## config.mk

```make
export PLATFORM = sky130hd
export DESIGN_NAME = sclk_gate_ctrl
export DESIGN_NICKNAME = d
export VERILOG_FILES = /design/src/rtl/sclk_pkg.sv /design/src/rtl/sclk_mask_capture.sv /design/src/rtl/sclk_gate_policy.sv /design/src/rtl/sclk_out_stage.sv /design/src/rtl/sclk_gate_ctrl.sv
export SDC_FILE = /design/constraint.sdc
export NUM_CORES = 1
export LEC_CHECK = 0
export ABC_AREA = 1
export CAP_MARGIN = 20
export CORE_MARGIN = 2
export CORE_UTILIZATION = 45
export DETAILED_ROUTE_END_ITERATION = 10
export DONT_BUFFER_PORTS = 1
export PLACE_DENSITY = 0.68
export SLEW_MARGIN = 5
export SYNTH_ARGS = -nofsm -noshare
export SYNTH_HDL_FRONTEND = slang
export SYNTH_SLANG_ARGS = --single-unit
export TNS_END_PERCENT = 30
```

## constraint.sdc

```tcl
create_clock -name ref_clk -period 1.6 [get_ports ref_clk]
set_clock_uncertainty 0.2 [all_clocks]
set_input_delay 0 -clock ref_clk [delete_from_list [all_inputs] [get_ports ref_clk]]
set_output_delay 0 -clock ref_clk [all_outputs]
set_load 0.02 [all_outputs]
```

## src/rtl/sclk_pkg.sv

```systemverilog
package sclk_pkg;
    typedef enum logic [1:0] {
        GATE_RUN  = 2'd0,
        GATE_HIGH = 2'd1,
        GATE_LOW  = 2'd2
    } gate_mode_e;
endpackage

```

## src/rtl/sclk_mask_capture.sv

```systemverilog
module sclk_mask_capture #(
    parameter int N_OUT = 10,
    localparam int CNT_W = $clog2(N_OUT + 1)
) (
    input  logic             clk,
    input  logic             rst_n,
    input  logic             prim_rst_n,
    input  logic             sec_rst_n,
    input  logic             mask_in,
    input  logic             async_mode,
    input  logic             pwr_req,
    input  logic             cfg_we,
    input  logic [N_OUT-1:0] cfg_wdata,
    output logic [N_OUT-1:0] ctrl,
    output logic [CNT_W-1:0] cnt,
    output logic             win,
    output logic             prim_seen,
    output logic             pwr_force,
    output logic             async_act
);
    typedef struct packed {
        logic             prim;
        logic             sec;
        logic             pwr;
        logic             asy;
        logic [CNT_W-1:0] cnt;
        logic [N_OUT-1:0] ctrl;
    } cap_st_t;

    cap_st_t st_d, st_q;
    logic    win_c;

    always_comb begin
        st_d      = st_q;
        st_d.prim = prim_rst_n;
        st_d.sec  = sec_rst_n;
        st_d.pwr  = pwr_req;
        st_d.asy  = async_mode;
        win_c     = st_q.prim && !st_q.sec && !st_q.asy
                    && (st_q.cnt < CNT_W'(N_OUT));
        if (!st_q.prim) begin
            st_d.ctrl = '0;
            st_d.cnt  = '0;
        end else if (cfg_we) begin
            st_d.ctrl = cfg_wdata;
            if (win_c) begin
                st_d.cnt = CNT_W'(N_OUT);
            end
        end else if (win_c) begin
            st_d.ctrl[st_q.cnt] = mask_in;
            st_d.cnt            = st_q.cnt + CNT_W'(1);
        end
    end

    always_ff @(posedge clk or negedge rst_n) begin
        if (!rst_n) begin
            st_q <= '0;
        end else begin
            st_q <= st_d;
        end
    end

    assign ctrl      = st_q.ctrl;
    assign cnt       = st_q.cnt;
    assign win       = win_c;
    assign prim_seen = st_q.prim;
    assign pwr_force = st_q.pwr;
    assign async_act = st_q.asy;
endmodule

```

## src/rtl/sclk_gate_policy.sv

```systemverilog
module sclk_gate_policy
    import sclk_pkg::*;
#(
    parameter int N_OUT   = 10,
    parameter int N_ASYNC = 6
) (
    input  logic             [N_OUT-1:0] ctrl,
    input  logic                         pwr_force,
    input  logic                         async_act,
    output gate_mode_e [N_OUT-1:0]       mode
);
    for (genvar i = 0; i < N_OUT; i++) begin : g_pol
        always_comb begin
            if (pwr_force) begin
                mode[i] = GATE_LOW;
            end else if (async_act && (i >= N_ASYNC)) begin
                mode[i] = GATE_LOW;
            end else if (ctrl[i]) begin
                mode[i] = GATE_HIGH;
            end else begin
                mode[i] = GATE_RUN;
            end
        end
    end
endmodule

```

## src/rtl/sclk_out_stage.sv

```systemverilog
module sclk_out_stage
    import sclk_pkg::*;
#(
    parameter int N_OUT   = 10,
    parameter int N_ASYNC = 6
) (
    input  logic                   ref_clk,
    input  logic                   alt_clk,
    input  logic                   rst_n,
    input  logic                   async_act,
    input  gate_mode_e [N_OUT-1:0] mode_in,
    output logic       [N_OUT-1:0] clk_out
);
    gate_mode_e [N_OUT-1:0] mode_d, mode_q;

    always_comb begin
        mode_d = mode_in;
    end

    always_ff @(negedge ref_clk or negedge rst_n) begin
        if (!rst_n) begin
            mode_q <= {N_OUT{GATE_RUN}};
        end else begin
            mode_q <= mode_d;
        end
    end

    for (genvar i = 0; i < N_OUT; i++) begin : g_out
        logic src;
        if (i < N_ASYNC) begin : g_alt
            assign src = async_act ? alt_clk : ref_clk;
        end else begin : g_ref
            assign src = ref_clk;
        end
        assign clk_out[i] = (mode_q[i] == GATE_RUN)  ? src :
                            (mode_q[i] == GATE_HIGH) ? 1'b1 : 1'b0;
    end
endmodule

```

## src/rtl/sclk_gate_ctrl.sv

```systemverilog
module sclk_gate_ctrl
    import sclk_pkg::*;
#(
    parameter int N_OUT   = 10,
    parameter int N_ASYNC = 6,
    localparam int CNT_W  = $clog2(N_OUT + 1)
) (
    input  logic             ref_clk,
    input  logic             rst_n,
    input  logic             prim_rst_n,
    input  logic             sec_rst_n,
    input  logic             mask_in,
    input  logic             async_mode,
    input  logic             pm_strap,
    input  logic             pwr_d3hot,
    input  logic             cfg_we,
    input  logic [N_OUT-1:0] cfg_wdata,
    output logic [N_OUT-1:0] cfg_rdata,
    output logic [N_OUT-1:0] clk_out
);
    logic [CNT_W-1:0]       cap_cnt;
    logic                   cap_win;
    logic                   prim_seen;
    logic                   pwr_force;
    logic                   async_act;
    logic [N_OUT-1:0]       ctrl;
    gate_mode_e [N_OUT-1:0] mode;

    sclk_mask_capture #(.N_OUT(N_OUT)) cap_i (
        .clk       (ref_clk),
        .rst_n     (rst_n),
        .prim_rst_n(prim_rst_n),
        .sec_rst_n (sec_rst_n),
        .mask_in   (mask_in),
        .async_mode(async_mode),
        .pwr_req   (pm_strap & pwr_d3hot),
        .cfg_we    (cfg_we),
        .cfg_wdata (cfg_wdata),
        .ctrl      (ctrl),
        .cnt       (cap_cnt),
        .win       (cap_win),
        .prim_seen (prim_seen),
        .pwr_force (pwr_force),
        .async_act (async_act)
    );

    sclk_gate_policy #(.N_OUT(N_OUT), .N_ASYNC(N_ASYNC)) pol_i (
        .ctrl     (ctrl),
        .pwr_force(pwr_force),
        .async_act(async_act),
        .mode     (mode)
    );

    sclk_out_stage #(.N_OUT(N_OUT), .N_ASYNC(N_ASYNC)) out_i (
        .ref_clk  (ref_clk),
        .alt_clk  (mask_in),
        .rst_n    (rst_n),
        .async_act(async_act),
        .mode_in  (mode),
        .clk_out  (clk_out)
    );

    assign cfg_rdata = ctrl;
endmodule

```

== Word-level counts from Yosys, hierarchy flattened ==
Index checks and enable logic that the tools add are counted.

* Mux-type cells: 52
* $add $sub $neg: 1
* Bitwise logic cells: 1
* Reduce and logical (&&, ||, !) cells: 16
* Equal/unequal tests: 12
* $lt $le $gt $ge: 3

{| class="wikitable"
|+ Operator list
! operator !! number
|-
| 14-bit two-way mux || 3
|-
| 1-bit two-way mux || 32
|-
| 2-bit two-way mux || 14
|-
| 2-bit by 1-bit equality test with 1-bit output, second input constant || 10
|-
| 2-bit zero test || 10
|-
| 10-bit bitwise mux || 1
|-
| 4-bit by 5-bit less-than comparator with 1-bit output, second input constant || 1
|-
| 4-bit by 1-bit adder with 4-bit output, second input constant || 1
|-
| 1-bit demux with 4-bit select || 1
|-
| 4-bit by 1-bit >= comparator with 1-bit output, second input constant || 1
|-
| 1-bit logical AND || 4
|-
| 4-bit less-than comparator, second input constant || 1
|-
| 4-bit two-way mux || 1
|-
| 3-bit by 2-bit inequality test with 1-bit output, second input constant || 1
|-
| 1-bit zero test || 2
|-
| 2-bit by 1-bit inequality test with 1-bit output, second input constant || 1
|-
| 1-bit bitwise AND || 1
|}

* Bits in registers: 38
* Word-level logic and storage cells: 101
* Output and inout port bits: 20
* Input bits: 19

== Depth between registers and ports, before layout ==
Gate-level depths: netlist of the first run.

* Depth after elaboration: 8
* Gate-level depth with buffers: 8
* Gate-level depth less buffers: 8

== By module ==
A second synthesis of the first run with hierarchy kept.

* Cell total of the unflattened synthesis: 280
* Area total of the unflattened synthesis: 2142.1 sq um

{| class="wikitable"
|+ By module, submodules not included
! module !! times used !! cells each !! area an instance (sq um)
|-
| sclk_mask_capture || 1 || 183 || 1296.2
|-
| sclk_out_stage || 1 || 63 || 674.4
|-
| sclk_gate_policy || 1 || 32 || 163.9
|-
| sclk_gate_ctrl || 1 || 2 || 7.5
|}

==> results of run 1 <==
[metal layers]
| layer | up-vias | global-route usage (%) | part of all wire (%) |
|---|---|---|---|
| met5 | - | 0 | 0 |
| met4 | 0 | 20.7 | 3.9 |
| li1 | 800 | - | - |
| met1 | 702 | 21.3 | 40 |
| met2 | 51 | 33.0 | 48 |
| met3 | 21 | 9.37 | 8.1 |
[power groups by stage]
stage	Sequential (mW)	Combinational, mW	Clock, mW
global route	0.831	0.329	1.92
detailed placement	0.840	0.194	0.234
floorplan	0.834	0.166	0.234
finish	0.827	0.295	1.80
CTS	0.826	0.282	1.79
global placement	0.838	0.192	0.234
[logic make-up (layout without fill, tap and decap cells)]
kind of cell / count (synthesis) / in the layout / synth area share [%]
AO/OA/AOI/OAI: 19 / 19 / 6.11
adder cells (fa/ha/maj): 4 / 4 / 2.87
buffers and inverters: 49 / 93 / 14.0
AND/OR/NAND/NOR: 133 / 133 / 33.9
flip-flops: 30 / 30 / 43.1
[cells in the final DEF, fill, tap and decap left out, types with 3 or more instances in the layout]
cell	count
o21ai_1	4
dfrtn_1	12
clkbuf_8	14
buf_4	16
nand2_1	52
nor2_2	3
inv_1	22
nand3_1	29
nand3b_1	5
dfrtp_1	18
buf_6	3
clkinv_1	4
nor2_4	3
a21oi_4	6
dlygate4sd3_1	20
inv_2	6
nor2_1	35
a21oi_1	5
[per-stage QoR]
step / cells / hold WS [ps] / setup slack [ps] / cell area, µm²
3_3_place_gp: 282 / -494 / -162 / 1800
4_1_cts: 326 / 68.5 / -491 / 2420
3_5_place_dp: 282 / -494 / -174 / 1800
2_1_floorplan: 235 / -496 / -164 / 1750
6_report: 327 / 87.0 / -526 / 2460
5_1_grt: 327 / 88.5 / -552 / 2460
[worst max-delay path by stage]
stage	cells after the start	slack (ps)	endpoint	from
global placement	2	-160	clk_out[0]	out_i.mode_q[0]
CTS	2	-490	clk_out[1]	out_i.mode_q[1]
finish	2	-530	clk_out[4]	out_i.mode_q[1]
global route	2	-550	clk_out[3]	out_i.mode_q[1]
floorplan	1	-160	out_i.mode_q[13]	cap_i.async_act
detailed placement	2	-170	clk_out[0]	out_i.mode_q[0]
[state kept, by name, indices dropped and copies added (netlist names)]
signal           cells
out_i.mode_q        12
cap_i.ctrl          10
cap_i.async_act      1
cap_i.prim_seen      1
cap_i.cnt            4
cap_i.pwr_force      1
cap_i.st_q           1
[cell type report]
cell class | instances | area [µm²] | share of cell area [%]
repair buffers | 42 | 412 | 16.8
flip-flops and latches | 30 | 751 | 30.6
clock inverters | 2 | 10.0 | 0.408
multi-input cells | 156 | 853 | 34.7
inverters | 32 | 120 | 4.89
clock buffers | 17 | 250 | 10.2
well taps | 48 | 60.1 | 2.45
[what timing repair did]
item,4_1_cts,5_1_grt
hold buffers,23,0
setup endpoints to repair,30,55
gates resized for setup,23,8
cloned,0,0
endpoints found under the hold margin,48,0
buffers inserted,3,1
pin swaps,8,2
[critical path: stages (launching register included)]
cell and delay [ps]:
dfrtn_1 370, buf_6 150, a21oi_4 200
==> results.toml, run 1 <==
[status]
outcome = "finished, violations left"
violations = "negative setup slack"

[route]
wirelength_um = 4080
drt_iter0_markers = 71
ant_nets = 0
avgRoutedWirePerCell_um = 12.5
drc = 0
drt-vias-per-instance = 4.81
first_pass_iters = 4
vias = 1574

[job]
maxCapViolations = 0

[synth]
ys_seq_elements = 30
ys.flop_type = "dfrtp_1"
synth_top_area_share_pct = 25.9
synth_area_per_cell_um2 = 7.41
synth_fp_nets = 258
synthCells = 235
yosysSeqAreaShare_pct = 43.1
netlist_area_um2 = 1740
yosys-top-cells-count = "52 x nand2_1, 40 x nor2_1, 29 x nand3_1"
yosys.cell_types.count = 24
synthArstFlopShare_pct = 100
yosys_warnings = 0
synth-edff-count = 0
synth.most_common_cell = "nand2_1"
yosys.area.top_type = "dfrtp_1"
synth.area.top_cells = "dfrtp_1 26%, dfrtn_1 17%, nand2_1 11%"

[sta]
rsz0062_at_grt = "yes"
max_slew.worst_pin.slew_ps = 885
setup_tns_ps = -6050
hold_viol = 0
drv_slew = 0
setup_viol = 30
relSlewSlack_pct = 41.0
fin_ws_ps = -526

[grt]
track_usage_pct = 21.5
grt_pass1_vias = 1635
grt_overflow = 0
grt_first_pass_wirelength_um = 6600
antenna_found_initial = 0
grt_start_max_net_pins = 19

[floorplanning]
rows = 22
die-width_um = 66.2
core-area_um2 = 3690
start_util_pct = 47.2
io_pins = 39
design.die.area_um2 = 4380
die_h_um = 66.2

[power_and_ir_drop]
clkPwrFrac_pct = 61.6
p_int_mw = 1.98
total_power_mw = 2.92
switching_share_pct = 32.1
peakVddDrop_v = 0.000421
power_density_nw_per_um2 = 1190
p_switching_mw = 0.939
p_leak_nw = 1.19
pwr-share-seq_pct = 28.3
comb_power_share_pct = 10.1

[hold_path]
hold_class = "input pin to register"
min_to = "cap_i.pwr_force"
hp-start = "pm_strap"
hold_depth = 3

[critical_path]
required_ps = 1400
reg2reg_from = "cap_i.async_act"
worstPathArrival_ps = 1930
r2r_slack_ps = -170
worstSetupEndpointType = "output pin"
critPathKind = "register to output pin"
r2r_end = "out_i.mode_q[13]"
rr_worst_depth = 1
cp_max_fo = 3
start_kind = "register"

[clock_tree]
clk_pin_slew_ps = 60
tritoncts = "yes"
clk_latency_ps = 390

[layout]
final_layout_size_suffix_gt1_share_pct = 23.7
area_delta_synth_final_pct = 41.0
num_antenna_cells = 0
fin_util_pct = 66.6
layout.nets = 300
fillers = 288

[placement]
hpwl_um = 2500
routabilityCongestion = 0.832
io_buffers = 0
Note: power is estimated with default switching activity, not from simulation.
==> run 2, diff against run 1 <==
--- a/config.mk
+++ b/config.mk
@@ -11,7 +11,7 @@
 export CORE_UTILIZATION = 45
 export DETAILED_ROUTE_END_ITERATION = 10
 export DONT_BUFFER_PORTS = 1
-export PLACE_DENSITY = 0.68
+export PLACE_DENSITY = 0.7
 export SLEW_MARGIN = 5
 export SYNTH_ARGS = -nofsm -noshare
 export SYNTH_HDL_FRONTEND = slang
==> constraint.sdc (replaced) <==
create_clock -name ref_clk -period 1.9 [get_ports ref_clk]
set_clock_uncertainty 0.2 [all_clocks]
set_input_delay 0 -clock ref_clk [delete_from_list [all_inputs] [get_ports ref_clk]]
set_output_delay 0 -clock ref_clk [all_outputs]
set_load 0.02 [all_outputs]
==> run 2 against run 1 <==
Compared with the run above:
- the flow still finishes with violations (negative setup slack)
- cell count down 1.8%
- count of clock-buffer cells in the layout stayed put
- non-clock buffer count down 5
- sequential power down 16%
- wire length increased by 0.22%
- total power is 20% lower
- global-route usage up 1.6 points
- clock power down 21%
- combinational power down 21%
- flip-flop and latch count unchanged
- critical path depth is the same
- sequential share of layout area grew 1.1 points
- critical path type unchanged
- largest power group unchanged
- highest routed layer unchanged
==> results.toml, run 2 (synthesis results as in run 1) <==
[grt]
use_met1_pct = 23.2
grt.busiest_layer = "met2"
grtUsageMet3_pct = 9.37
track_usage_pct = 23.1
antenna_found_initial = 0
grt_first_pass_wirelength_um = 6910
grt_pass1_vias = 1591
met2_usage_pct = 33.3
grt_overflow = 0
grt_start_max_net_pins = 22

[sta]
drv_slew = 0
hold_viol = 0
fin_ws_ps = -383
setup_tns_ps = -3520
whs_ps = 128
rsz0062_at_grt = "yes"
max_slew.worst_pin.slew_ps = 878
setup_viol = 19
relSlewSlack_pct = 41.3

[layout]
layout.nets = 294
mostFrequentLayoutCell = "nand2_1"
final_cell_mix = "52 x nand2_1, 36 x nor2_1, 29 x nand3_1"
final_layout_size_suffix_gt1_share_pct = 19.8
num_antenna_cells = 0
fin_util_pct = 64.2
area_delta_synth_final_pct = 35.9
instances_no_fill = 321
max_flop_register = "out_i.mode_q"
fin_area_um2 = 2370
largest_reg_flops = 12

[critical_path]
worstPathArrival_ps = 2080
reg2reg_from = "cap_i.async_act"
worstSetupEndpointType = "output pin"
r2r_slack_ps = -10
required_ps = 1700
critPathKind = "register to output pin"
start_kind = "register"
rr_worst_depth = 1
r2r_end = "out_i.mode_q[13]"
cp_max_fo = 6

[hold_path]
hp-start = "pm_strap"
min_to = "cap_i.pwr_force"
hold_class = "input pin to register"
hold_depth = 3

[power_and_ir_drop]
total_power_mw = 2.35
p_leak_nw = 1.14
peakVddDrop_v = 0.000320
power_density_nw_per_um2 = 994

[floorplanning]
die-width_um = 66.2
io_pins = 39
design.die.area_um2 = 4380
start_util_pct = 47.2
rows = 22
die_h_um = 66.2
core-area_um2 = 3690

[placement]
routabilityCongestion = 0.849
hpwl_um = 2460
io_buffers = 0
post-place-ws_ps = -36.4
place_area_um2 = 1780
dp.cells = 279

[route]
first_pass_iters = 4
wirelength_um = 4090
vias = 1557
drc = 0
drt-vias-per-instance = 4.85
ant_nets = 0
drt_iter0_markers = 74
avgRoutedWirePerCell_um = 12.7

[status]
violations = "negative setup slack"
outcome = "finished, violations left"

[clock_tree]
clk_pin_slew_ps = 60
tritoncts = "yes"
clk_latency_ps = 390

[job]
maxCapViolations = 0
run 2: changes by cell type in the layout (fill, tap and decap cells not counted), moves of 2 or more:
cell / change
buf_6: -3
ha_2: -2
nor2_2: +2
nor2_4: -3
inv_1: +2
buf_4: -3
inv_2: -2
dlymetal6s4s_1: -2
ha_1: +2
dlygate4sd3_1: +2
run 2: critical path: stages, from the launching register on:
cell	delay (ps)
dfrtn_1	370
buf_12	160
a21oi_4	190
run 2: routing by layer:
| layer | wire length, µm | share of wire [%] |
|---|---|---|
| met5 | 0 | 0 |
| met4 | 180 | 4.4 |
| met3 | 266 | 6.5 |
| met2 | 1960 | 48 |
| met1 | 1680 | 41 |
run 2: area by class of cell:
class / count / area (µm²)
inverter: 32 / 120
clock inverter: 1 / 5.00
multi-input combinational: 156 / 838
timing repair buffer: 37 / 358
fill: 305 / 1320
sequential: 30 / 751
tap: 48 / 60.1
clock buffer: 17 / 235
run 2: worst max-delay path by stage:
stage	from	slack [ps]	endpoint
6_report	out_i.mode_q[1]	-380	clk_out[1]
5_1_grt	out_i.mode_q[1]	-440	clk_out[3]
4_1_cts	out_i.mode_q[1]	-360	clk_out[1]
3_5_place_dp	out_i.mode_q[8]	-40	clk_out[4]
3_3_place_gp	cap_i.async_act	-30	out_i.mode_q[13]
2_1_floorplan	cap_i.async_act	-30	out_i.mode_q[13]
run 2: report_power, final:
part / internal (mW) / switching [mW]
clock network: 0.831 / 0.591
registers: 0.673 / 0.0239
logic: 0.0955 / 0.137
run 2: timing repair:
action,in CTS,in global routing
endpoints found under the setup margin,19,19
resized for setup,19,0
pin swaps,2,0
setup buffers,1,0
hold buffers,23,0
endpoints found under the hold margin,48,0
